<file path="config.mk">
export PLATFORM = sky130hd
export DESIGN_NAME = i2c_ptr_regslave
export DESIGN_NICKNAME = d
export VERILOG_FILES = /design/src/rtl/i2cs_pkg.sv /design/src/rtl/i2cs_sync.sv /design/src/rtl/i2cs_ctrl.sv /design/src/rtl/i2cs_datapath.sv /design/src/rtl/i2c_ptr_regslave.sv
export SDC_FILE = /design/constraint.sdc
export NUM_CORES = 1
export LEC_CHECK = 0
export BUFFER_PORTS_ARGS = -buffer_cell sky130_fd_sc_hd__buf_2
export CAP_MARGIN = 20
export CORE_MARGIN = 8
export CORE_UTILIZATION = 60
export CTS_CLUSTER_DIAMETER = 80
export CTS_CLUSTER_SIZE = 14
export DETAILED_ROUTE_END_ITERATION = 7
export GPL_ROUTABILITY_DRIVEN = 0
export GPL_TIMING_DRIVEN = 0
export PLACE_DENSITY = 0.9
export SYNTH_ARGS = -nofsm -noshare
export SYNTH_HDL_FRONTEND = slang
export SYNTH_SLANG_ARGS = --single-unit
</file>
<file path="constraint.sdc">
create_clock -name clk -period 5.5 [get_ports clk]
set_clock_uncertainty 0.2 [all_clocks]
set_input_delay 1.1 -clock clk [delete_from_list [all_inputs] [get_ports clk]]
set_output_delay 1.1 -clock clk [all_outputs]
set_load 0.005 [all_outputs]
</file>
<file path="src/rtl/i2cs_pkg.sv">
package i2cs_pkg;

  localparam int BYTE_W = 8;

  typedef enum logic [2:0] {
    ST_IDLE,
    ST_ADDR,
    ST_PTR,
    ST_DATA,
    ST_READ,
    ST_WAIT
  } ctrlState_t;

  // Strobes issued by the control FSM to the datapath, one cycle wide.
  typedef struct packed {
    logic shiftIn;
    logic ptrLoad;
    logic regWrite;
    logic ackOn;
    logic txLoad;
    logic txShift;
    logic sdaRelease;
  } dpStrobe_t;

endpackage

</file>
<file path="src/rtl/i2cs_sync.sv">
module i2cs_sync #(
  parameter int SYNC_STAGES = 2
) (
  input  logic clk,
  input  logic rstN,
  input  logic sclIn,
  input  logic sdaIn,
  output logic sdaS,
  output logic sclRise,
  output logic sclFall,
  output logic startDet,
  output logic stopDet
);

  localparam int MSB = SYNC_STAGES - 1;

  logic [MSB:0] sclPipe;
  logic [MSB:0] sdaPipe;
  logic sclS;
  logic sclD;
  logic sdaD;

  // Idle bus is high, so the pipes reset to ones to avoid a false edge.
  always_ff @(posedge clk) begin
    if (!rstN) begin
      sclPipe <= '1;
      sdaPipe <= '1;
      sclD    <= 1'b1;
      sdaD    <= 1'b1;
    end else begin
      sclPipe <= {sclPipe[MSB-1:0], sclIn};
      sdaPipe <= {sdaPipe[MSB-1:0], sdaIn};
      sclD    <= sclS;
      sdaD    <= sdaS;
    end
  end

  assign sclS     = sclPipe[MSB];
  assign sdaS     = sdaPipe[MSB];
  assign sclRise  = sclS & ~sclD;
  assign sclFall  = ~sclS & sclD;
  assign startDet = sclS & sclD & sdaD & ~sdaS;
  assign stopDet  = sclS & sclD & ~sdaD & sdaS;

endmodule

</file>
<file path="src/rtl/i2cs_ctrl.sv">
module i2cs_ctrl
  import i2cs_pkg::*;
(
  input  logic      clk,
  input  logic      rstN,
  input  logic      sclRise,
  input  logic      sclFall,
  input  logic      startDet,
  input  logic      stopDet,
  input  logic      sdaS,
  input  logic      addrMatch,
  input  logic      rwBit,
  output dpStrobe_t stb
);

  localparam logic [3:0] ACK_SLOT = 4'(BYTE_W);
  localparam logic [3:0] END_SLOT = 4'(BYTE_W + 1);

  ctrlState_t state, stateNxt;
  logic [3:0] bitCnt, bitCntNxt;
  logic       masterAck, masterAckNxt;

  always_comb begin
    stb          = '0;
    stateNxt     = state;
    bitCntNxt    = bitCnt;
    masterAckNxt = masterAck;
    if (stopDet) begin
      stateNxt       = ST_IDLE;
      stb.sdaRelease = 1'b1;
    end else if (startDet) begin
      stateNxt       = ST_ADDR;
      bitCntNxt      = '0;
      stb.sdaRelease = 1'b1;
    end else begin
      unique case (state)
        ST_ADDR, ST_PTR, ST_DATA: begin
          if (sclRise) begin
            if (bitCnt < ACK_SLOT) stb.shiftIn = 1'b1;
            bitCntNxt = bitCnt + 4'd1;
          end else if (sclFall && bitCnt == ACK_SLOT) begin
            if (state == ST_ADDR) begin
              if (addrMatch) stb.ackOn = 1'b1;
              else           stateNxt  = ST_WAIT;
            end else begin
              stb.ackOn = 1'b1;
              if (state == ST_PTR) stb.ptrLoad  = 1'b1;
              else                 stb.regWrite = 1'b1;
            end
          end else if (sclFall && bitCnt == END_SLOT) begin
            bitCntNxt = '0;
            if (state == ST_ADDR && rwBit) begin
              stateNxt   = ST_READ;
              stb.txLoad = 1'b1;
            end else begin
              stb.sdaRelease = 1'b1;
              if (state == ST_ADDR)     stateNxt = ST_PTR;
              else if (state == ST_PTR) stateNxt = ST_DATA;
              else                      stateNxt = ST_WAIT;
            end
          end
        end
        ST_READ: begin
          if (sclRise) begin
            if (bitCnt == ACK_SLOT) masterAckNxt = ~sdaS;
            bitCntNxt = bitCnt + 4'd1;
          end else if (sclFall) begin
            if (bitCnt != 4'd0 && bitCnt < ACK_SLOT) begin
              stb.txShift = 1'b1;
            end else if (bitCnt == ACK_SLOT) begin
              stb.sdaRelease = 1'b1;
            end else if (bitCnt == END_SLOT) begin
              bitCntNxt = '0;
              if (masterAck) begin
                stb.txLoad = 1'b1;
              end else begin
                stateNxt       = ST_WAIT;
                stb.sdaRelease = 1'b1;
              end
            end
          end
        end
        default: ;
      endcase
    end
  end

  always_ff @(posedge clk) begin
    if (!rstN) begin
      state     <= ST_IDLE;
      bitCnt    <= '0;
      masterAck <= 1'b0;
    end else begin
      state     <= stateNxt;
      bitCnt    <= bitCntNxt;
      masterAck <= masterAckNxt;
    end
  end

  // an acknowledge of the address byte requires a datapath address match
  p_ack_addr_r1: assert property (@(posedge clk) disable iff (!rstN)
    (stb.ackOn && state == ST_ADDR) |-> addrMatch);

  // nothing that could drive SDA or change a register leaves an idle FSM
  p_idle_quiet_r9: assert property (@(posedge clk) disable iff (!rstN)
    (state == ST_IDLE || state == ST_WAIT) |->
      !(stb.ackOn || stb.txLoad || stb.txShift || stb.regWrite));

endmodule

</file>
<file path="src/rtl/i2cs_datapath.sv">
module i2cs_datapath
  import i2cs_pkg::*;
#(
  parameter int         NUM_REGS = 4,
  parameter logic [6:0] DEV_ADDR = 7'h37
) (
  input  logic                       clk,
  input  logic                       rstN,
  input  dpStrobe_t                  stb,
  input  logic                       sdaS,
  output logic                       addrMatch,
  output logic                       rwBit,
  output logic                       sdaOe,
  output logic [NUM_REGS*BYTE_W-1:0] regsOut
);

  localparam int IDX_W = (NUM_REGS > 1) ? $clog2(NUM_REGS) : 1;
  localparam logic [BYTE_W-1:0] REG_LIMIT = BYTE_W'(NUM_REGS);

  logic [BYTE_W-1:0]                rxSh;
  logic [BYTE_W-1:0]                ptr;
  logic [NUM_REGS-1:0][BYTE_W-1:0]  regBank;
  logic [BYTE_W-2:0]                txSh;
  logic                             ptrValid;
  logic [BYTE_W-1:0]                rdByte;

  assign ptrValid  = ptr < REG_LIMIT;
  assign rdByte    = ptrValid ? regBank[ptr[IDX_W-1:0]] : '0;
  assign addrMatch = rxSh[BYTE_W-1:1] == DEV_ADDR;
  assign rwBit     = rxSh[0];

  always_ff @(posedge clk) begin
    if (!rstN) begin
      rxSh <= '0;
      ptr  <= '0;
    end else begin
      if (stb.shiftIn) rxSh <= {rxSh[BYTE_W-2:0], sdaS};
      if (stb.ptrLoad) ptr  <= rxSh;
    end
  end

  always_ff @(posedge clk) begin
    if (!rstN) begin
      regBank <= '0;
    end else if (stb.regWrite && ptrValid) begin
      regBank[ptr[IDX_W-1:0]] <= rxSh;
    end
  end

  // Outgoing byte: MSB goes straight to the pad enable, the rest waits here.
  always_ff @(posedge clk) begin
    if (!rstN) begin
      txSh  <= '0;
      sdaOe <= 1'b0;
    end else if (stb.txLoad) begin
      txSh  <= rdByte[BYTE_W-2:0];
      sdaOe <= ~rdByte[BYTE_W-1];
    end else if (stb.txShift) begin
      txSh  <= {txSh[BYTE_W-3:0], 1'b0};
      sdaOe <= ~txSh[BYTE_W-2];
    end else if (stb.ackOn) begin
      sdaOe <= 1'b1;
    end else if (stb.sdaRelease) begin
      sdaOe <= 1'b0;
    end
  end

  for (genvar gi = 0; gi < NUM_REGS; gi++) begin : g_out
    assign regsOut[gi*BYTE_W +: BYTE_W] = regBank[gi];
  end

  // the pointer changes only on an explicit pointer byte
  p_ptr_hold_r4: assert property (@(posedge clk) disable iff (!rstN)
    !stb.ptrLoad |=> $stable(ptr));

  // a write through an out-of-range pointer leaves the bank untouched
  p_bad_ptr_no_write_r6: assert property (@(posedge clk) disable iff (!rstN)
    (stb.regWrite && !ptrValid) |=> $stable(regBank));

  // a read through an out-of-range pointer starts with a driven zero
  p_bad_ptr_reads_zero_r6: assert property (@(posedge clk) disable iff (!rstN)
    (stb.txLoad && !ptrValid) |=> sdaOe);

endmodule

</file>
<file path="src/rtl/i2c_ptr_regslave.sv">
module i2c_ptr_regslave
  import i2cs_pkg::*;
#(
  parameter int         NUM_REGS    = 4,
  parameter logic [6:0] DEV_ADDR    = 7'h37,
  parameter int         SYNC_STAGES = 2
) (
  input  logic                       clk,
  input  logic                       rstN,
  input  logic                       sclIn,
  input  logic                       sdaIn,
  output logic                       sdaOe,
  output logic [NUM_REGS*BYTE_W-1:0] regsOut
);

  logic      sdaS;
  logic      sclRise;
  logic      sclFall;
  logic      startDet;
  logic      stopDet;
  logic      addrMatch;
  logic      rwBit;
  dpStrobe_t stb;

  i2cs_sync #(.SYNC_STAGES(SYNC_STAGES)) u_sync (
    .clk      (clk),
    .rstN     (rstN),
    .sclIn    (sclIn),
    .sdaIn    (sdaIn),
    .sdaS     (sdaS),
    .sclRise  (sclRise),
    .sclFall  (sclFall),
    .startDet (startDet),
    .stopDet  (stopDet)
  );

  i2cs_ctrl u_ctrl (
    .clk       (clk),
    .rstN      (rstN),
    .sclRise   (sclRise),
    .sclFall   (sclFall),
    .startDet  (startDet),
    .stopDet   (stopDet),
    .sdaS      (sdaS),
    .addrMatch (addrMatch),
    .rwBit     (rwBit),
    .stb       (stb)
  );

  i2cs_datapath #(.NUM_REGS(NUM_REGS), .DEV_ADDR(DEV_ADDR)) u_dp (
    .clk       (clk),
    .rstN      (rstN),
    .stb       (stb),
    .sdaS      (sdaS),
    .addrMatch (addrMatch),
    .rwBit     (rwBit),
    .sdaOe     (sdaOe),
    .regsOut   (regsOut)
  );

endmodule

</file>
==> summary.txt, run 1 <==
Drt
  – Antenna-violating nets left: 0
  – Routed WL: approximately 8300 µm
  – Via count: 2717
  – Post-route DRC: 0
  – Vias per std cell: 5.93
  – DRT iter0 DRCs: 163
  – Wire per inst: approximately 18 µm
  – DRT Pass-1 Iters: 5

Layout
  – Diode count: 0
  – Layout cell share with drive strength beyond 1: 0.207
  – Final cell count without fillers: 458
  – Nets: 391
  – Area grow syn2layout: 15.2%

STA
  – Final Hold Fails: 0
  – Fin crit share: 0.494
  – RSZ-0062 raised after global routing: false
  – Final setup vio count: 0
  – Slew Limit Fails: 0
  – Fin Setup TNS: 0 ps
  – Slew HR: 0.336
  – Max Fclk: 368 MHz
  – Final Critical Period: 2720 ps
  – Slew @ Worst Pin: 991 ps

Global route
  – Global-route wire length before repair: between 10000 and 15000 µm
  – Tot GR Track Use: 0.208
  – Initial antenna violation count: 0
  – Vias in the first global route: 2731
  – Global route total overflow: 0
  – Largest net degree at the start of global routing: 14

CTS
  – H-tree depth: 3
  – Hold-fix buffers, CTS: 0
  – Clock sinks: 70
  – CTS Buf Count: 9
  – Root buffer cell: clkbuf_8
  – # Post-CTS Setup Buffers: 0
  – Clock Path Buffers: 2
  – Reg clk slew, reported paths: 70 ps
  – Post-CTS sizing: 0
  – CTS tree: done
  – Clk_lat worst skew: between 300 and 400 ps

Power and ir drop
  – Pwr dens: 272 nW/µm²
  – Leak: 1.69 nW
  – Max IR drop VDD: 188 µV

Critical path
  – Worst Path Max Fanout: 9
  – Largest stage delay, worst path: 380 ps
  – CP dominant cell by count: buf_2
  – Worst endpoint required time: 5540 ps
  – Critical path's slowest cell: nand4_2
  – Crit path kind: register to register
  – CP Data Arrival Time: 2760 ps
  – CP endpoint kind: register
  – Setup crit start kind: register
  – Cells along the critical path: inv_1, ha_1, buf_2, nand4b_1, nor3b_1, and2_1, buf_2, nand4_2, mux2i_1, nor2b_1

Die
  – I/O pin total: 37
  – Die Area: between 8000 and 9000 µm²
  – Row count: 27
  – Die Height: around 90 µm
  – Initial core utilization: 0.616
  – Chip width: approximately 91 µm
  – Core area: around 5400 µm²

Synthesis
  – Cell with the most instances after synthesis: dfxtp_1
  – Post-synth EDFFs: 0
  – Sequential share of the synthesized area: 0.418
  – Leading cell types by count after synthesis: dfxtp_1, mux2i_1, nor2_1, nor2b_1, nand2_1
  – Net Count, Synth: 345
  – Yosys top cell by area: dfxtp_1
  – Top_reg_cell synth: dfxtp_1
  – Syn Area/Cell: 10.0 µm²
  – Ranking of synthesized cells by area: dfxtp_1, mux2i_1, nor2b_1, mux4_2, nor2_1
  – Yosys top cell area share: 0.418
  – Synth Warn #: 0
  – Synth Cell Area: roughly 3400 µm²
  – Post-synth cell types: 55
  – Synth Register Bits: 70
  – Post-synthesis cell count: 335
  – Fraction of registers with async set or reset after synthesis: 0

Placed design
  – Placed Cells: 442
  – Port buffer count: 35
  – Post-DP HPWL: 5530 µm

Job
  – Max cap viols: 0

Status
  – Outcome: complete, no violations

Worst hold path
  – Tightest Hold Check Type: register to register
## worst max-delay path: cells and delay by family (launching register included)
kind / cells / cell delay (ps)
buffers and inverters: 3 / 440
muxes: 1 / 350
adders and majority gates: 1 / 140
and+or+nand+nor: 5 / 1110
DFF: 1 / 350
## layout make-up
class	instances	area [µm²]
well taps	72	90.1
repair buffers	35	175
plain buffers	21	120
inverters	9	33.8
clock buffers	9	124
multi-input cells	235	1800
clock inverters	7	121
flip-flops and latches	70	1400
fillers	391	1580
## sequential cells by signal, summed over array words and instances (netlist names)
| signal | count |
|---|---|
| u_dp.regsOut | 32 |
| u_dp.ptr | 8 |
| u_dp.rxSh | 8 |
| u_dp.txSh | 7 |
| u_ctrl.bitCnt | 4 |
| u_ctrl.state | 3 |
| u_sync.sclPipe | 2 |
| u_sync.sdaPipe | 2 |
| u_ctrl.masterAck | 1 |
| u_dp.sdaOe | 1 |
| u_sync.sclD | 1 |
| u_sync.sdaD | 1 |
## power by group
part	total, mW	switching (mW)	internal (mW)	leakage (nW)
Clock	0.509	0.206	0.303	0.124
Sequential	0.510	0.00193	0.509	0.565
Combinational	0.0300	0.0196	0.0104	1.00
Total	1.05	0.227	0.822	1.69
## worst paths after layout
path | slack, ps | start | cells after the start | end
hold / removal | 220 | u_sync.sclPipe[0] | 1 | u_sync.sclPipe[1]
hold reg to reg | 220 | u_sync.sclPipe[0] | 1 | u_sync.sclPipe[1]
setup reg to reg | 2780 | u_ctrl.bitCnt[0] | 10 | u_dp.regsOut[23]
setup / recovery | 2780 | u_ctrl.bitCnt[0] | 10 | u_dp.regsOut[23]
## logic make-up after synthesis
logic type,Yosys count,synth area share
and+or+nand+nor,126,0.217
DFF,70,0.418
muxes,58,0.203
AOI/OAI and AO/OA,43,0.0885
buffers and inverters,30,0.0459
adders and majority gates,6,0.0224
xor gates and xnor gates,2,0.00523
## routing by layer
metal	global-route usage	wire length, µm
met3	0.0665	573
met2	0.338	3960
met4	0.0929	163
met5	0	0
met1	0.244	3640
## through the flow
stage / cell area (µm²) / hold WS, ps / utilization / power, mW / setup slack (ps)
after floorplan: 3350 / 186 / - / 0.543 / 3140
after global placement: 3620 / 191 / 0.665 / 0.551 / 2950
after detailed placement: 3620 / 202 / 0.665 / 0.552 / 2910
after CTS: 3860 / 221 / 0.710 / 1.05 / 2820
after global routing: 3860 / 229 / 0.710 / 1.08 / 2560
final: 3860 / 220 / 0.710 / 1.05 / 2780
## placed cells by master (no fill, tap or decap), drive strengths merged, types with 7 or more instances in the layout
cell	count
mux4	8
nor2	33
nand2	19
inv	10
mux2i	50
buf	45
o21ai	11
dfxtp	70
clkbuf	20
nand2b	7
nor2b	33
(Power assumes the default switching activity.)
==> run 2, diff against run 1 <==
CORE_UTILIZATION = 58   (was 60)
PLACE_DENSITY = 0.88   (was 0.9)
clock period = 2.5 ns   (was 5.5 ns; I/O delays follow)
==> summary.txt, run 2 (synthesized netlist as in run 1, its figures left out) <==
Global route
  – Tot GR Track Use: 0.201 (-0.00731)
  – Global-route wire length before repair: 13700 µm (unchanged)
  – Largest net degree at the start of global routing: 13 (-1)
  – Initial antenna violation count: 0 (unchanged)
  – Global route total overflow: 0 (unchanged)
  – Vias in the first global route: 2735 (+0.15%)

Power and ir drop
  – Sw Ratio: 0.218 (+0.00153)
  – Pint: 1.73 mW (+110%)
  – Leak: 1.69 nW (about the same)
  – Psw: 0.481 mW (+110%)
  – Power, Total: 2.21 mW (+110%)
  – Flop pwr share: 0.508 (+0.022)
  – Comb pwr share: 0.031 (+0.002)
  – Max IR drop VDD: 352 µV (+88%)
  – Pwr dens: 558 nW/µm² (+110%)
  – Clock Power Share: 0.461 (-0.024)

CTS
  – CTS Buf Count: 9 (unchanged)
  – Clock Path Buffers: 2 (unchanged)
  – H-tree depth: 3 (unchanged)
  – Clock sinks: 70 (unchanged)
  – Clk_lat worst skew: 340 ps (-20 ps)
  – Root buffer cell: clkbuf_8
  – Reg clk slew, reported paths: 70 ps (about the same)
  – CTS tree: done

Critical path
  – CP endpoint kind: register
  – Critical path's slowest cell: dfxtp_4
  – Setup crit start kind: register
  – Crit path kind: register to register
  – CP Data Arrival Time: 2470 ps (-290 ps)
  – Largest stage delay, worst path: 360 ps (-20 ps)
  – Worst endpoint required time: 2530 ps (-3010 ps)
  – Cells along the critical path: inv_1, ha_1, buf_4, and4b_1, nor4_2, o2111ai_2, and2_4, buf_6, a32oi_2, o21ai_1
  – Worst Path Max Fanout: 9 (unchanged)
  – Register-to-Register Path Depth: 10 (unchanged)

Layout
  – Number of flip-flops in the largest register: 32 (unchanged)
  – Layout cell share with drive strength beyond 1: 0.237 (+0.0292)
  – Area grow syn2layout: 17.9%
  – Most common cell after layout, fill and taps aside: dfxtp_1
  – Most frequent cells in the layout: dfxtp_1, mux2i_1, buf_2, nor2_1, nor2b_1
  – Post-route cell area: 3950 µm² (+2.3%)
  – Nets: 394 (+0.77%)
  – Diode count: 0 (unchanged)

Worst hold path
  – Tightest Hold Check Type: primary input to register
  – Hold Path Stages: 2 (+1)

Placed design
  – Post-DP HPWL: 5710 µm (+3.2%)
  – Area after DPL: 3620 µm² (unchanged)
  – Port buffer count: 35 (unchanged)

STA
  – Slew @ Worst Pin: 716 ps (-274 ps)
  – Final setup vio count: 0 (unchanged)
  – Slew Limit Fails: 0 (unchanged)
  – Max Fclk: 409 MHz (+11%)
  – Final Hold Fails: 0 (unchanged)
  – Fin crit share: 0.978 (+0.484)
  – Slew HR: 0.522 (+0.187)
  – Final Critical Period: 2450 ps (-272 ps)

Status
  – Outcome: complete, no violations

Die
  – Die Height: 92.0 µm (+1.4%)
  – I/O pin total: 37 (unchanged)
  – Core area: 5540 µm² (+1.9%)
  – Chip width: 92.0 µm (+1.4%)
  – Row count: 27 (unchanged)
  – Die Area: 8470 µm² (+2.8%)
  – Initial core utilization: 0.605 (-0.0113)

Drt
  – DRT Pass-1 Iters: 4 (-1)
  – DRT iter0 DRCs: 174 (+6.7%)
  – Post-route DRC: 0 (unchanged)
  – Vias per std cell: 5.88 (-0.87%)
  – Via count: 2711 (-0.22%)
  – Wire per inst: 18.3 µm (+0.43%)
  – Routed WL: 8420 µm (+1.1%)
  – Antenna-violating nets left: 0 (unchanged)

Job
  – Max cap viols: 0 (unchanged)
-- run 2: changes by cell type in the layout (fill, tap and decap cells not counted), sizes merged --
cell / change
buf: +3
bufinv: -1
clkbuf: +1
clkinv: -1
clkinvlp: +2
inv: -1
-- run 2: worst paths after layout --
check | start | to | slack (ps)
worst max-delay path | u_ctrl.bitCnt[0] | u_dp.txSh[4] | 50
worst min-delay path | sclIn | u_sync.sclPipe[0] | 140
worst max register to register | u_ctrl.bitCnt[0] | u_dp.txSh[4] | 50
worst min register to register | u_sync.sclPipe[0] | u_sync.sclPipe[1] | 220
-- run 2: what timing repair did --
item / in CTS / in global routing
endpoints found under the hold margin: 0 / 0
pin swaps: 1 / 4
resized for setup: 3 / 18
buffers inserted: 1 / 3
hold buffers: 0 / 0
setup endpoints to repair: 31 / 54
-- run 2: final cells by class --
cell class              instances  area, µm²
clock buffers                  10        138
multi-input cells             235       1870
plain buffers                  20        121
clock inverters                 6       85.1
well taps                      72       90.1
repair buffers                 39        205
inverters                       9       33.8
flip-flops and latches         70       1410
fillers                       399       1590
-- run 2: power groups by stage --
stage / Combinational [mW] / Clock (mW) / Sequential (mW)
final: 0.0686 / 1.02 / 1.12
after global routing: 0.0740 / 1.08 / 1.12
after CTS: 0.0652 / 1.02 / 1.12
after detailed placement: 0.0644 / 0 / 1.15
after global placement: 0.0626 / 0 / 1.15
after floorplan: 0.0464 / 0 / 1.15
-- run 2: worst max-delay path, delay by kind of cell (launching register included) --
kind,cells,cell delay [ps]
AOI/OAI and AO/OA,3,520
DFF,1,360
adders and majority gates,1,190
and+or+nand+nor,3,720
buffers and inverters,3,340
-- run 2: per-layer routing --
layer,share of wire,track usage,vias up
met5,0,0,-
met4,0.026,0.0805,0
met3,0.074,0.0505,20
met2,0.48,0.331,102
met1,0.42,0.244,1312
li1,-,-,1277
-- run 2: per-stage QoR --
step | setup TNS [ps] | util | setup WS, ps | hold WS, ps | cells
finish | 0 | 0.713 | 54.8 | 136 | 461
global route | -25.6 | 0.713 | -18.4 | 123 | 461
CTS | -1240 | 0.696 | -124 | 126 | 459
detailed placement | -1160 | 0.653 | -103 | 206 | 442
global placement | -365 | 0.653 | -49.9 | 191 | 442
floorplan | 0 | - | 142 | 186 | 335
